$ cat src/rtl/cxr_pkg.sv
package cxr_pkg;
  localparam int unsigned CXR_W      = 32;
  localparam int unsigned CXR_AW     = 4;
  localparam int unsigned CXR_BANK   = 4;
  localparam int unsigned CXR_NREGS  = 2 + 2 * CXR_BANK;
  localparam int unsigned KEY_BASE   = 2;
  localparam int unsigned CONST_BASE = KEY_BASE + CXR_BANK;

  typedef logic [CXR_W-1:0] word_t;

  // Constant bank reset image, word 6 in the lowest slice.
  localparam logic [CXR_BANK*CXR_W-1:0] CONST_INIT =
    {32'h76543210, 32'hFEDCBA98, 32'h89ABCDEF, 32'h01234567};
endpackage

$ cat src/rtl/cxr_wr_decode.sv
module cxr_wr_decode
  import cxr_pkg::*;
#(
  parameter int unsigned AW = CXR_AW
) (
  input  logic          wr_en,
  input  logic [AW-1:0] wr_addr,
  input  logic          pair_en,
  input  logic          rot_en,
  output logic          data_we,
  output logic          key_we,
  output logic [1:0]    key_idx,
  output logic          collide
);
  logic blocked;
  logic in_data;
  logic in_key;

  always_comb begin
    blocked = pair_en || rot_en;
    in_data = (wr_addr < AW'(KEY_BASE));
    in_key  = (wr_addr >= AW'(KEY_BASE)) && (wr_addr < AW'(CONST_BASE));
    data_we = wr_en && in_data && !blocked;
    key_we  = wr_en && in_key && !blocked;
    // addresses 2..5 map to bank slots 0..3
    key_idx = wr_addr[1:0] - 2'd2;
    collide = wr_en && blocked;
  end

  // a blocked request never reaches a bank
  always_comb begin
    if (blocked) begin
      a_r8_no_write_when_blocked: assert (!data_we && !key_we);
    end
  end
endmodule

$ cat src/rtl/cxr_data_pair.sv
module cxr_data_pair
  import cxr_pkg::*;
#(
  parameter int unsigned W = CXR_W
) (
  input  logic         clk,
  input  logic         rst,
  input  logic         pair_en,
  input  logic [W-1:0] pair_hi,
  input  logic [W-1:0] pair_lo,
  input  logic         wr_en,
  input  logic         wr_idx,
  input  logic [W-1:0] wr_data,
  output logic [2*W-1:0] words
);
  logic [W-1:0] hi_q;
  logic [W-1:0] lo_q;

  always_ff @(posedge clk) begin
    if (rst) begin
      hi_q <= '0;
      lo_q <= '0;
    end else if (pair_en) begin
      hi_q <= pair_hi;
      lo_q <= pair_lo;
    end else if (wr_en) begin
      if (wr_idx) lo_q <= wr_data;
      else        hi_q <= wr_data;
    end
  end

  assign words = {lo_q, hi_q};

  a_r4_pair_store: assert property (@(posedge clk) disable iff (rst)
    pair_en |=> (hi_q == $past(pair_hi)) && (lo_q == $past(pair_lo)));
endmodule

$ cat src/rtl/cxr_rot_bank.sv
module cxr_rot_bank
  import cxr_pkg::*;
#(
  parameter int unsigned W     = CXR_W,
  parameter int unsigned DEPTH = CXR_BANK,
  parameter logic [DEPTH*W-1:0] INIT = '0,
  localparam int unsigned IW   = (DEPTH > 1) ? $clog2(DEPTH) : 1
) (
  input  logic           clk,
  input  logic           rst,
  input  logic           rot_en,
  input  logic           wr_en,
  input  logic [IW-1:0]  wr_idx,
  input  logic [W-1:0]   wr_data,
  output logic [DEPTH*W-1:0] words
);
  logic [W-1:0] slot [DEPTH];

  always_ff @(posedge clk) begin
    if (rst) begin
      for (int i = 0; i < DEPTH; i++) slot[i] <= INIT[i*W +: W];
    end else if (rot_en) begin
      for (int i = 0; i < DEPTH; i++) slot[i] <= slot[(i + 1) % DEPTH];
    end else if (wr_en) begin
      slot[wr_idx] <= wr_data;
    end
  end

  for (genvar g = 0; g < DEPTH; g++) begin : g_flat
    assign words[g*W +: W] = slot[g];
  end

  a_r6_rotate_head: assert property (@(posedge clk) disable iff (rst)
    rot_en |=> slot[0] == $past(slot[1]));
  a_r6_rotate_wrap: assert property (@(posedge clk) disable iff (rst)
    rot_en |=> slot[DEPTH-1] == $past(slot[0]));
  a_r3_bank_hold: assert property (@(posedge clk) disable iff (rst)
    (!rot_en && !wr_en) |=> $stable(words));
endmodule

$ cat src/rtl/cxr_regfile.sv
module cxr_regfile
  import cxr_pkg::*;
#(
  parameter int unsigned W  = CXR_W,
  parameter int unsigned AW = CXR_AW,
  localparam int unsigned NREGS = CXR_NREGS,
  localparam int unsigned BANK  = CXR_BANK
) (
  input  logic             clk,
  input  logic             rst,
  input  logic             wr_en,
  input  logic [AW-1:0]    wr_addr,
  input  logic [W-1:0]     wr_data,
  input  logic             pair_en,
  input  logic [W-1:0]     pair_hi,
  input  logic [W-1:0]     pair_lo,
  input  logic             rot_en,
  input  logic [AW-1:0]    rd_addr,
  output logic [W-1:0]     rd_data,
  output logic [NREGS*W-1:0] regs_flat,
  output logic             conflict_err
);
  logic       data_we;
  logic       key_we;
  logic [1:0] key_idx;
  logic       collide;
  logic [2*W-1:0]    data_words;
  logic [BANK*W-1:0] key_words;
  logic [BANK*W-1:0] const_words;

  cxr_wr_decode #(.AW(AW)) u_dec (
    .wr_en(wr_en), .wr_addr(wr_addr), .pair_en(pair_en), .rot_en(rot_en),
    .data_we(data_we), .key_we(key_we), .key_idx(key_idx), .collide(collide)
  );

  cxr_data_pair #(.W(W)) u_data (
    .clk(clk), .rst(rst), .pair_en(pair_en), .pair_hi(pair_hi),
    .pair_lo(pair_lo), .wr_en(data_we), .wr_idx(wr_addr[0]),
    .wr_data(wr_data), .words(data_words)
  );

  cxr_rot_bank #(.W(W), .DEPTH(BANK), .INIT('0)) u_key (
    .clk(clk), .rst(rst), .rot_en(rot_en), .wr_en(key_we),
    .wr_idx(key_idx), .wr_data(wr_data), .words(key_words)
  );

  cxr_rot_bank #(.W(W), .DEPTH(BANK), .INIT(CONST_INIT)) u_const (
    .clk(clk), .rst(rst), .rot_en(rot_en), .wr_en(1'b0),
    .wr_idx('0), .wr_data('0), .words(const_words)
  );

  assign regs_flat = {const_words, key_words, data_words};

  always_comb begin
    rd_data = '0;
    for (int i = 0; i < NREGS; i++) begin
      if (rd_addr == AW'(i)) rd_data = regs_flat[i*W +: W];
    end
  end

  always_ff @(posedge clk) begin
    if (rst) conflict_err <= 1'b0;
    else     conflict_err <= collide;
  end

  a_r5_pair_conflict: assert property (@(posedge clk) disable iff (rst)
    (wr_en && pair_en) |=> conflict_err);
  a_r8_rot_conflict: assert property (@(posedge clk) disable iff (rst)
    (wr_en && rot_en) |=> conflict_err);
  a_r3_high_addr_ignored: assert property (@(posedge clk) disable iff (rst)
    (wr_en && wr_addr >= AW'(CONST_BASE) && !pair_en && !rot_en)
      |=> $stable(regs_flat));
  a_r2_word_written: assert property (@(posedge clk) disable iff (rst)
    (wr_en && wr_addr < AW'(CONST_BASE) && !pair_en && !rot_en)
      |=> regs_flat[$past(wr_addr)*W +: W] == $past(wr_data));
endmodule

$ cat config.mk
export PLATFORM = sky130hd
export DESIGN_NAME = cxr_regfile
export DESIGN_NICKNAME = d
export VERILOG_FILES = /design/src/rtl/cxr_pkg.sv /design/src/rtl/cxr_wr_decode.sv /design/src/rtl/cxr_data_pair.sv /design/src/rtl/cxr_rot_bank.sv /design/src/rtl/cxr_regfile.sv
export SDC_FILE = /design/constraint.sdc
export NUM_CORES = 1
export LEC_CHECK = 0
export BUFFER_PORTS_ARGS = -buffer_cell sky130_fd_sc_hd__clkbuf_2
export CAP_MARGIN = 20
export CORE_AREA = 2 2 181 183
export DETAILED_ROUTE_END_ITERATION = 6
export DIE_AREA = 0 0 183 185
export PLACE_DENSITY = 0.77
export SYNTH_ARGS = -nofsm -noshare
export SYNTH_HDL_FRONTEND = slang
export SYNTH_SLANG_ARGS = --single-unit
$ cat constraint.sdc
create_clock -name clk -period 4.2 [get_ports clk]
set_clock_uncertainty 0.1 [all_clocks]
set_input_delay 0.63 -clock clk [delete_from_list [all_inputs] [get_ports clk]]
set_output_delay 0.63 -clock clk [all_outputs]
set_load 0.005 [all_outputs]
# Word-level counts from Yosys, hierarchy flattened

Memories as Yosys holds them, arrays and structs flattened.
Index checks and enable logic that the tools add are counted.

Input port bits: 109
Memories: 2
Logic and storage cells: 77
Flip-flop bits (word level): 65
Memory bits (writable): 256

Multiplexer cells: 36
Equal/unequal tests: 10
Reductions and logical operators: 14
Order comparisons: 3
Add/subtract/negate cells: 1
Bitwise operators: 8

Memories:

| name         | words | width | rd ports | clocked after Yosys merged registers in | write ports | RTL line           | RTL |
|---|---|---|---|---|---|---|---|
| u_const.slot | 4     | 32    | 4        | 0                                       | 4           | cxr_rot_bank.sv:17 | `logic [W-1:0] slot [DEPTH];` |
| u_key.slot   | 4     | 32    | 4        | 0                                       | 4           | cxr_rot_bank.sv:17 |  |

Operator list:

| kind                | number |
|---|---|
| $mux 32             | 25 |
| $reduce_or 32->1    | 1 |
| $eq 4x3->1 const B  | 4 |
| $mux 1              | 10 |
| $eq 4x2->1 const B  | 2 |
| $eq 4x4->1 const B  | 2 |
| $or 1x1->1          | 8 |
| $logic_and 1x1->1   | 6 |
| $eq 4x1->1 const B  | 1 |
| $ge 4x2->1 const B  | 1 |
| $logic_not 4->1     | 1 |
| $lt 4x2->1 const B  | 1 |
| $lt 4x3->1 const B  | 1 |
| $reduce_and 2->1    | 2 |
| $reduce_bool 2->1   | 2 |
| $mux 2              | 1 |
| $ne 2x1->1 const B  | 1 |
| $sub 2x2->2 const B | 1 |
| $logic_not 1->1     | 1 |
| $logic_or 1x1->1    | 1 |

# Depth between registers and ports, before layout

Depth after elaboration: 11
Depth in mapped cells: 7
Depth with buffers taken out: 4

# Hierarchy

From an unflattened synthesis, not the netlist that was laid out.

Cells, all modules: 1,463
Area, all modules: 17,909.7 um^2

Modules (own cells, without submodules):

| module                  | area each (um^2) | times used | cells each |
|---|---|---|---|
| cxr_rot_bank at u_key   | 5,709.2          | 1          | 339 |
| cxr_rot_bank at u_const | 5,396.4          | 1          | 311 |
| cxr_data_pair           | 3,583.4          | 1          | 366 |
| cxr_regfile             | 3,169.3          | 1          | 440 |
| cxr_wr_decode           | 51.3             | 1          | 7 |

# Least setup slack after synthesis

No wires, ideal clock.

Kind: in2reg
From: in rot_en
To: mem u_key.slot[1][0] in the netlist's numbering (enable)
Data required time: 3.634 ns
Setup slack: 0.306 ns
Library setup time: 0.466 ns
Stages: 3
Arrival time: 3.328 ns
Path through: nor2_2 nand3_1 o21ai_0

RTL lines:

| element            | RTL line           | RTL |
|---|---|---|
| start: declaration | cxr_regfile.sv:17  | `input logic rot_en,` |
| end: declaration   | cxr_rot_bank.sv:17 |  |

# Worst setup path after layout

From: in rd_addr[0]
To: out rd_data[13]

Cells in the longest elaborated chain, start to end: 11

Ends and longest elaborated chain:

| element              | RTL line          | RTL |
|---|---|---|
| start: declaration   | cxr_regfile.sv:18 | `input logic [AW-1:0] rd_addr,` |
| $logic_not 4->1      | cxr_regfile.sv:57 | `if (rd_addr == AW'(i)) rd_data = regs_flat[i*W +: W];` |
| $mux 32 (9 in a row) | cxr_regfile.sv:57 |  |
| $mux 32 *            | cxr_regfile.sv:57 |  |
| end: declaration     | cxr_regfile.sv:19 | `output logic [W-1:0] rd_data,` |

Mark *: on every way between the ends. The rest lies on a longest branch, timed or not.

==> impl_metrics.yaml <==
synth:
  synth_top_family_by_area: "compound AO/OA/AOI/OAI gates"
  synth_nets: 1401
  synth_edf_count: 256
  async_reset_ff_share_pct: 0
  synth_area_leaders: "edfxtp_1 (50%), dfxtp_1 (8.5%), a22o_1 (7.4%), a22oi_1 (3.3%), a21oi_1 (3.3%)"
  synth_seq_area_share_pct: 58.4
  synthesis.instances: 1292
  synth-simple-area-share_pct: 10.4
  synth_compound_area_share_pct: 24.3
  yosys.area.top_type_share_pct: 50.0
  syn_area_um2: 15400
  synth_fa_ha_area_share_pct: 0
  yosysWarnings: 0
  yosysTopAreaCell: "edfxtp_1"
  synth-seq-cells: 321
  synthFlopType: "edfxtp_1"
  syn_area_per_cell_um2: 11.9
  muxShareOfSynthArea_pct: 2.63
  synth-xor-area-share_pct: 0
  synth.distinct_cells: 54
timing:
  fmax_ghz: 0.274
  fin_crit_ns: 3.65
  grt_setup_unrepaired: "false"
  max_slew_margin_pct: 26.1
  finalSetupViolCount: 0
  hold_slack_ns: 0.316
  slew_violations: 0
  worst_pin_slew_ns: 1.11
  tns_ns: 0
  hold_viol_final: 0
  post-route-period-util_pct: 87.0
critical_path:
  crit_end: "rd_data[13]"
  reg2reg_to: "u_key.slot[2][13]"
  r2r-start: "u_key.slot[3][13]"
  cp_data_arrival_time_ns: 2.92
  crit_type: "in2out"
  cp_max_fo: 46
  cp_slowest_cell: "a222oi_1"
  critPathLaunchType: "input port"
  worstPathCellList: "buf_4, buf_4, mux2i_1, o21ai_0, a222oi_1, o221ai_1, clkbuf_2"
  timing.critical_path.slowest_cell_delay_ns: 0.52
  cp-startpoint: "rd_addr[0]"
  cp.required_ns: 3.47
  cp-end-kind: "output port"
  r2r_cells: 1
  worst_path_most_repeated_cell: "buf_4"
  ff2ff_setup_slack_ns: 3.04
clock_network:
  htreeDepth: 2
  cts_tree: "done"
  cts.clk_slew.worst_paths_ns: 0.06
  cts.repair.resized: 0
  cts_buffers: 36
  cts_max_path_buffers: 3
  cts_setup_buffers: 0
  cts_sinks: 321
  clk_latency_ns: 0.52
  cts_root_buf: "clkbuf_16"
  ctsHoldBuffers: 0
routing:
  vias: 13900
  drtIter0Drc: 2215
  drc_errors: 35
  dr.pass1.iters: 7
  routedWlPerCell_um: 28.1
  antenna_left: 0
  routed_wl_um: 59900
  vias_per_cell: 6.53
power:
  p_per_area_nw_per_um2: 413
  peakVddDrop_v: 0.000244
  power_leakage_nw: 7.91
floorplanning:
  start_util_pct: 48.0
  dieWidth_um: 183
  core_region_area_um2: 32000
  die_area_um2: 33900
  pin_count: 462
  fp-row-count: 66
  die_h_um: 185
job:
  maxCapViolations: 0
grt:
  track_usage_pct: 33.7
  grt_max_degree: 104
  grt_remaining_overflow: 0
  antenna_found_initial: 6
  grt_pass1_vias: 12600
  grt_pass1_wl_um: 84200
outcome:
  status: "finished with violations"
  violations: "DRC"
placement:
  hpwlAfterDp_um: 42900
  io_buffers: 461
  globalplace.congestion: 0.966
finish:
  nNetsFinal: 1803
  drive_gt1_share_pct: 32.7
  syn_to_final_growth_pct: 23.9
hold_path:
  min_path_type: "in2reg"
[per-layer routing]
| layer | vias up | GRT usage [%] | routed length (µm) |
|---|---|---|---|
| li1 | 5861 | - | - |
| met1 | 6768 | 49.4 | 24200 |
| met2 | 1156 | 50.4 | 26300 |
| met3 | 129 | 7.20 | 7530 |
| met4 | 2 | 9.89 | 1880 |
| met5 | - | 0 | 13 |
[cells in the final DEF (no fill, tap or decap), types with 4 or more instances in the layout]
cell type,synthesis,final
buf_12,0,4
a211oi_1,9,9
a21oi_1,101,101
o21ai_1,4,4
buf_4,10,25
o2bb2ai_1,13,13
a2bb2oi_1,9,9
clkbuf_1,65,8
a222oi_1,19,19
and3_1,5,5
o21ai_0,26,25
edfxtp_1,256,256
o311a_1,6,6
nand2b_1,69,66
o311ai_1,9,9
a31oi_1,6,4
a221oi_1,20,20
nand2_1,115,115
and2_1,65,65
a22oi_1,68,68
o221ai_1,17,17
mux2i_1,37,37
nor2_1,17,16
o21bai_1,17,17
nor2b_1,6,4
inv_1,10,9
diode_2,0,5
a21o_1,34,34
a22o_1,130,130
clkbuf_2,1,461
clkinv_1,0,5
dfxtp_1,65,65
clkbuf_16,0,39
[cell usage after synthesis (17+ instances only)]
cell type,instances
a21o_1,34
a21oi_1,101
a221oi_1,20
a222oi_1,19
a22o_1,130
a22oi_1,68
and2_1,65
buf_2,39
clkbuf_1,65
dfxtp_1,65
edfxtp_1,256
mux2i_1,37
nand2_1,115
nand2b_1,69
nor2_1,17
o21ai_0,26
o21bai_1,17
o221ai_1,17
[final cells by class]
type / count / area, µm²
fill: 2655 / 13000
inverter: 10 / 40.0
antenna: 5 / 12.5
tap: 408 / 510
multi-input combinational: 835 / 5810
timing repair buffer: 490 / 2580
clock inverter: 11 / 80.1
sequential: 321 / 8990
clock buffer: 50 / 1040
[through the flow]
step | power, mW | cell area [µm²] | instances | worst slack, ns | utilization, %
5_1_grt | 8.07 | 19100 | 2130 | 0.468 | 59.5
6_report | 7.87 | 19100 | 2130 | 0.548 | 59.5
3_3_place_gp | 4.84 | 17900 | 2063 | 0.477 | 55.9
2_1_floorplan | 4.29 | 15400 | 1292 | 0.306 | -
3_5_place_dp | 4.86 | 17900 | 2063 | 0.412 | 55.9
4_1_cts | 7.86 | 19000 | 2124 | 0.399 | 59.4
[critical path, delay by kind of cell]
kind,cells,cell delay (ns)
buffers and inverters,3,0.99
AOI/OAI and AO/OA,3,0.99
muxes,1,0.27
[flip-flops by register name, summed over array words and instances (netlist names)]
signal	cells
u_const.slot	128
u_key.slot	128
u_data.hi_q	32
u_data.lo_q	32
conflict_err	1
[worst min-delay path by stage]
stage                          from               to  slack (ns)  depth (start not counted)
global route            pair_lo[11]  u_data.lo_q[11]        0.32                          3
global placement     u_data.hi_q[2]   u_data.hi_q[2]        0.36                          2
finish                   pair_hi[1]   u_data.hi_q[1]        0.32                          3
floorplan           u_data.hi_q[11]  u_data.hi_q[11]        0.36                          2
CTS                     pair_lo[26]  u_data.lo_q[26]        0.30                          3
detailed placement   u_data.lo_q[2]   u_data.lo_q[2]        0.37                          2
[where the power goes]
part / leakage (nW) / switching, mW / internal, mW
combinational: 4.17 / 0.580 / 0.390
sequential: 3.19 / 0.214 / 3.64
clock: 0.547 / 1.26 / 1.78
[cells by family (layout without fill, tap and decap cells)]
group	Yosys count	count (layout)
compound gates	499	499
mux	40	40
buf+inv	136	561
simple gates	296	296
other cells	0	5
flops	321	321
Power figures use the tool's default switching activity.
